File: config.mk
export PLATFORM = sky130hd
export DESIGN_NAME = fuzzy_infer_defuzz
export DESIGN_NICKNAME = d
export VERILOG_FILES = /design/src/rtl/fuzzy_infer_defuzz.sv
export SDC_FILE = /design/constraint.sdc
export NUM_CORES = 1
export LEC_CHECK = 0
export ABC_CLOCK_PERIOD_IN_PS = 7700
export BUFFER_PORTS_ARGS = -buffer_cell sky130_fd_sc_hd__buf_2
export CAP_MARGIN = 5
export CORE_MARGIN = 8
export CORE_UTILIZATION = 40
export CTS_CLUSTER_DIAMETER = 30
export DETAILED_ROUTE_END_ITERATION = 7
export SLEW_MARGIN = 20
export SYNTH_ARGS = -nofsm -noshare
export SYNTH_HDL_FRONTEND = slang
export SYNTH_SLANG_ARGS = --single-unit
File: constraint.sdc
create_clock -name clk -period 7.7 [get_ports clk]
set_clock_uncertainty 0.15 [all_clocks]
set_input_delay 1.54 -clock clk [delete_from_list [all_inputs] [get_ports clk]]
set_output_delay 1.54 -clock clk [all_outputs]
set_load 0.02 [all_outputs]
File: src/rtl/fuzzy_infer_defuzz.sv
module fuzzy_infer_defuzz #(
  parameter int NIN = 4,
  parameter int DW  = 4,
  parameter int OW  = 7,
  parameter int CSW = 3,
  parameter int WW  = 4,
  parameter int RB  = 4
) (
  input  logic               clk,
  input  logic               rst_n,
  input  logic               cfg_we,
  input  logic [CSW-1:0]     cfg_sel,
  input  logic [OW-1:0]      cfg_centre,
  input  logic [WW-1:0]      cfg_weight,
  input  logic               rule_valid,
  input  logic               rule_first,
  input  logic               rule_last,
  input  logic [NIN*DW-1:0]  rule_deg,
  input  logic [NIN-1:0]     rule_prem,
  input  logic [CSW-1:0]     rule_cons,
  output logic               out_valid,
  output logic [OW-1:0]      out_value
);
  localparam int NSET = 1 << CSW;
  localparam int SW   = DW + WW;
  localparam int NUMW = OW + SW + RB;
  localparam int DENW = SW + RB;
  localparam int CNTW = $clog2(OW);
  localparam int XW   = NUMW + OW;

  logic [OW-1:0] centre [NSET];
  logic [WW-1:0] weight [NSET];

  always_ff @(posedge clk or negedge rst_n) begin
    if (!rst_n) begin
      for (int k = 0; k < NSET; k++) begin
        centre[k] <= '0;
        weight[k] <= '0;
      end
    end else if (cfg_we) begin
      centre[cfg_sel] <= cfg_centre;
      weight[cfg_sel] <= cfg_weight;
    end
  end

  logic [DW-1:0] str;
  always_comb begin
    str = '1;
    for (int i = 0; i < NIN; i++)
      if (rule_prem[i] && rule_deg[i*DW +: DW] < str) str = rule_deg[i*DW +: DW];
    if (rule_prem == '0) str = '0;
  end

  logic [SW-1:0]    sw;
  logic [OW+SW-1:0] cterm;
  assign sw    = {{WW{1'b0}}, str} * {{DW{1'b0}}, weight[rule_cons]};
  assign cterm = {{SW{1'b0}}, centre[rule_cons]} * {{OW{1'b0}}, sw};

  logic [NUMW-1:0] acc_num, num_nx;
  logic [DENW-1:0] acc_den, den_nx;
  assign num_nx = (rule_first ? '0 : acc_num) + {{RB{1'b0}}, cterm};
  assign den_nx = (rule_first ? '0 : acc_den) + {{RB{1'b0}}, sw};

  always_ff @(posedge clk or negedge rst_n) begin
    if (!rst_n) begin
      acc_num <= '0;
      acc_den <= '0;
    end else if (rule_valid) begin
      acc_num <= num_nx;
      acc_den <= den_nx;
    end
  end

  logic            busy;
  logic [CNTW-1:0] cnt;
  logic [NUMW-1:0] rem;
  logic [DENW-1:0] dsr;
  logic [OW-1:0]   q;
  logic [XW-1:0]   shv;
  logic            qbit;

  assign shv  = {{(XW-DENW){1'b0}}, dsr} << cnt;
  assign qbit = {{OW{1'b0}}, rem} >= shv;

  always_ff @(posedge clk or negedge rst_n) begin
    if (!rst_n) begin
      busy      <= 1'b0;
      cnt       <= '0;
      rem       <= '0;
      dsr       <= '0;
      q         <= '0;
      out_valid <= 1'b0;
      out_value <= '0;
    end else begin
      out_valid <= 1'b0;
      if (rule_valid && rule_last) begin
        busy <= 1'b1;
        cnt  <= CNTW'(OW - 1);
        rem  <= num_nx;
        dsr  <= den_nx;
        q    <= '0;
      end else if (busy) begin
        if (qbit) rem <= rem - shv[NUMW-1:0];
        q <= {q[OW-2:0], qbit};
        if (cnt == '0) begin
          busy      <= 1'b0;
          out_valid <= 1'b1;
          out_value <= (dsr == '0) ? '0 : {q[OW-2:0], qbit};
        end else begin
          cnt <= cnt - 1'b1;
        end
      end
    end
  end
endmodule

* After elaboration in Yosys (flattened, before gate mapping)
Cells that the tools add are included.
** Storage, ports and cells
- Flip-flop bits (word level) :: 168
- Bits of input ports :: 43
- Output and inout bits :: 8
** Cells by class
- Add/subtract/negate cells :: 4
- Multiply operators :: 2
- Order comparisons :: 8
- Equal/unequal tests :: 1
- Shifts and indexed selects :: 1
- Multiplexer cells :: 34
- Bitwise gates (word level) :: 3
- Reduce and logical (&&, ||, !) cells :: 14
** Operators by type and width (count)
- 2-to-1 mux 19 bit :: 4
- bitwise mux 56 bit :: 1
- bitwise mux 32 bit :: 1
- 2-to-1 mux 4 bit :: 8
- 2-to-1 mux 7 bit :: 4
- >= comparator 19 x 26 -> 1 bit :: 1
- << shifter 12 x 3 -> 26 bit :: 1
- binary-select mux 7 bit (select 3 bit) :: 1
- demux 7 bit (select 3 bit) :: 1
- adder 19 x 15 -> 19 bit :: 1
- subtractor 19 bit :: 1
- multiplier 7 x 8 -> 15 bit :: 1
- adder 12 x 8 -> 12 bit :: 1
- binary-select mux 4 bit (select 3 bit) :: 1
- demux 4 bit (select 3 bit) :: 1
- zero test 12 bit :: 1
- less-than comparator 4 bit :: 3
- 2-to-1 mux 12 bit :: 1
- 2-to-1 mux 6 bit :: 2
- 2-to-1 mux 3 bit :: 3
- >= comparator 4 bit, second input constant :: 2
- multiplier 4 x 4 -> 8 bit :: 1
- inverter 3 -> 4 bit :: 2
- logical AND 1 bit :: 6
- 11 further kinds :: 18

* Logic depth before layout (Yosys ltp)
- Depth in word-level cells :: 17
- Gate-level depth with buffers :: 46
- Mapped depth without buffers :: 44

* Worst setup path before layout
OpenSTA, ideal clock, no wires.
- Path kind :: input port to flip-flop
- From :: input port rule_prem[0]
- To :: register rem[16]
- Arrival :: 11.789 ns
- Data required time :: 7.407 ns
- Setup slack :: -4.381 ns
- Cell stages on the path :: 42
- Path through :: inv_1 > nor2_1 > ha_1 > nand3_1 > o31ai_1 > mux2_2 > ha_1 > a211oi_1 > and2_1 > a31oi_1 > mux2_2 > ha_1 > a211oi_1 > nor3b_1 > o221ai_1 > and2_1 > a211o_1 > fa_1 > [... 6 more ...] > a21oi_1 > xor2_1 > or2_2 > fa_1 > inv_1 > fa_1 > fa_1 > inv_1 > fa_1 > inv_1 > ha_1 > a21o_1 > or3_1 > o221a_2 > o21ba_2 > o41ai_1 > xor2_1 > o221ai_1
** Between the ends
- Word-level cells in the longest chain between the ends :: 16
** RTL lines
- from (decl) :: RTL line 19 : input logic [NIN-1:0] rule_prem,
- logical AND 1 bit :: RTL line 50 : if (rule_prem[i] && rule_deg[i*DW +: DW] < str) str = rule_deg[i*DW +: DW];
- 2-to-1 mux 4 bit :: RTL line 50
- less-than comparator 4 bit :: RTL line 50
- logical AND 1 bit :: RTL line 50
- 2-to-1 mux 4 bit :: RTL line 50
- less-than comparator 4 bit :: RTL line 50
- logical AND 1 bit :: RTL line 50
- 2-to-1 mux 4 bit :: RTL line 50
- less-than comparator 4 bit :: RTL line 50
- logical AND 1 bit :: RTL line 50
- 2-to-1 mux 4 bit :: RTL line 50
- 2-to-1 mux 4 bit (*) :: RTL line 51 : if (rule_prem == '0) str = '0;
- multiplier 4 x 4 -> 8 bit (*) :: RTL line 56 : assign sw = {{WW{1'b0}}, str} * {{DW{1'b0}}, weight[rule_cons]};
- multiplier 7 x 8 -> 15 bit (*) :: RTL line 57 : assign cterm = {{SW{1'b0}}, centre[rule_cons]} * {{OW{1'b0}}, sw};
- adder 19 x 15 -> 19 bit (*) :: RTL line 61 : assign num_nx = (rule_first ? '0 : acc_num) + {{RB{1'b0}}, cterm};
- 2-to-1 mux 19 bit (*) :: RTL line 96 : if (rule_valid && rule_last) begin
- to (signal assigned) :: RTL line 99 : rem <= num_nx;
- to (signal assigned) :: RTL line 103 : if (qbit) rem <= rem - shv[NUMW-1:0];
- to (decl) :: RTL line 76 : logic [NUMW-1:0] rem;
Mark *: on every way between the ends. The rest lies on a longest branch, timed or not.
A chain may end at the register's enable or synchronous reset.

* Worst setup path after layout
- From :: input port rule_prem[0]
- To :: register rem[12]
The elaborated chain is that of the path after synthesis.

==> results.md <==
* Outcome: complete, but fails checks
* Violated checks: negative setup slack
* Fmax at 91.0 MHz
* Initial Util at 40.6%
* Average wire per standard cell at 17.3 um
* IO buf count at 50
* Area delta synth->final at 27.2%
* Drt first pass iters at 5
* Initial DRC count at 458
* Placed Instances at 1,721
* R2R setup slack at 90 ps
* Setup crit end: rem[12]
* Routed Antenna Nets at 0
* Final Setup Violations at 51
* Clk buf depth at 2
* Main synth FF type: dfrtp_1
* Area of the die at 37,000 um2
* Vias per cell at 5.36
* GRT overflow at 0
* Final Hold Vio Count at 0
* Yosys reg bits at 168
* Max FO, Critical Path at 4
* Gpl congestion at 0.865
* Clk_lat worst skew at 440 ps
* EDFF count, synth at 0
* Nets at 1,542
* Die X at 192 um
* Max-Cap Viols at 0
* Register area share after synthesis at 33.8%
* Antenna violations before repair at 1
* Critical Path AT at 11,150 ps
* Setup crit end kind: register
* Post-route setup slack at -3290 ps
* Gr usage total at 17.0%
* CTS tree: yes
* Top-Level Pins at 51
* Ys Warns at 0
* Cell taking the most area after synthesis: dfrtp_1
* Average size of a mapped cell at 10.5 um2
* First-pass GRT wire length at 50,300 um
* Post-cts hold buffer count at 0
* H-tree Lvls at 4
* Synth Net Count at 1,366
* Hold WC Path Type: register to register
* ANT cells at 0
* Final Cycle Share at 143%
* # clock sinks at 168
* CTS Buf Count at 17
* RSZ-0062 raised after global routing: true
* Die Y at 192 um
* Crit start category: primary input
* Reg2reg end: rem[12]
* Worst slew margin at 32.5%
* R2R Path Start: weight[22]
* Depth of the most critical reg-to-reg path at 30
* Synthesized instance count at 1,187
* Max-slew violation count at 0
* Root Driver: clkbuf_16
* Layout cells sized above 1 at 38.4%
* Fillers at 2,759
* Worst setup path startpoint: rule_prem[0]
* Most instantiated cells after synthesis: dfrtp_1 (168), mux2_2 (119), inv_1 (103)
* Mapped cell area at 12,400 um2
* Ys async rst share at 100%
* Vias in the first global route at 9,855
* Util after Layout at 51.7%
* CP max stage delay at 550 ps
* Reg clk slew, reported paths at 70 ps
* Yosys cell types at 71
* Final Routed Wirelength at 30,600 um
* Dominant cell by count in the synthesized netlist: dfrtp_1
* Via count at 9,491
* Largest net degree at the start of global routing at 62
* Synth top area share at 33.8%
* # DRC at 0
* Row cnt at 64
* Worst Max-Slew Pin Slew at 1010 ps
* Tmin final at 10,990 ps
* Worst Path Required at 7860 ps
* Hold Path Depth at 1
* Fin cells at 1,772
* HPWL Detailed at 22,700 um
* Synth area leaders: dfrtp_1 (34%), mux2_2 (11%), ha_1 (8.9%), fa_1 (7.7%), mux4_2 (4.5%)
* Core box area at 30,600 um2
* WS Path Type: primary input to register
* Slowest cell on crit path: fa_1
==> metrics by stage <==
step | area, um2 | TNS [ps] | hold slack (ps) | setup WS, ps
2_1_floorplan | 12900 | -107550 | 292 | -3680
3_3_place_gp | 14400 | -125630 | 318 | -3820
3_5_place_dp | 14500 | -131270 | 331 | -3990
4_1_cts | 15500 | -95940 | 348 | -3230
5_1_grt | 15800 | -117410 | 369 | -3670
6_report | 15800 | -99400 | 350 | -3290
==> critical path: cells and delay by family <==
family	cells	cell delay (ps)
AO/OA/AOI/OAI	15	2760
XOR/XNOR	1	100
AND/OR/NAND/NOR	6	1300
buffers and inverters	10	920
multiplexers	2	580
adder cells (fa/ha/maj)	11	3930
==> cell usage in the layout (no fill, tap or decap), types with 12 or more instances in the layout <==
master and instances:
dfrtp_1 168, buf_4 133, mux2_2 106, inv_1 91, nor2_1 78, nand2_1 66
ha_1 66, buf_2 48, fa_1 43, mux2i_1 42, nor2b_1 39, a21oi_1 29
mux4_2 25, ha_4 21, buf_6 21, nand3_1 20, nand2b_1 17, clkbuf_16 17
xnor2_1 16, a21oi_2 15, a211oi_1 14, a31oi_1 14, mux2_4 13, o21ai_0 13
a21o_1 12
==> what timing repair did <==
action | CTS | global route
pin swaps | 43 | 31
hold endpoints to repair | 0 | 0
buffers inserted | 9 | 10
gates resized for setup | 76 | 47
setup endpoints to repair | 52 | 52
==> cell type report <==
cell class                 count  area, um2  share of cell area [%]
multi-input combinational    869       8620                    54.5
sequential                   168       4200                    26.6
timing repair buffer         203       1490                    9.42
tap                          396        495                    3.13
clock buffer                  17        425                    2.69
inverter                     104        403                    2.55
clock inverter                15        179                    1.13
==> registers in the layout (all words and copies together) (netlist names) <==
| register | cells |
|---|---|
| centre | 56 |
| busy | 1 |
| out_valid | 1 |
| q | 6 |
| acc_den | 12 |
| cnt | 3 |
| weight | 32 |
| rem | 19 |
| out_value | 7 |
| acc_num | 19 |
| dsr | 12 |
==> cell families after synthesis <==
group	synth area share [%]
AO/OA/AOI/OAI	10.8
XOR/XNOR	2.54
multiplexers	18.9
AND/OR/NAND/NOR	12.6
adder cells (fa/ha/maj)	16.6
buffers and inverters	4.68
flip-flops	33.8
==> routing by layer <==
metal  track usage (%)  vias to the layer above  part of all wire [%]
li1                  -                     4559                     -
met1              22.3                     4798                    46
met2              28.3                      103                    50
met3              3.25                       29                   2.8
met4              4.79                        2                   1.4
met5                 0                        -                 0.026
==> worst min-delay path by stage <==
stage                             from           end  slack, ps
after floorplan            acc_num[12]   acc_num[12]        290
after global placement     acc_num[16]   acc_num[16]        320
after detailed placement   acc_num[16]   acc_num[16]        330
after CTS                  acc_num[16]   acc_num[16]        350
after global routing        acc_num[8]    acc_num[8]        370
final                     out_value[2]  out_value[2]        350
Power is not shown: default switching activity piles up to over one toggle a cycle in this logic, so the estimate is an artifact.
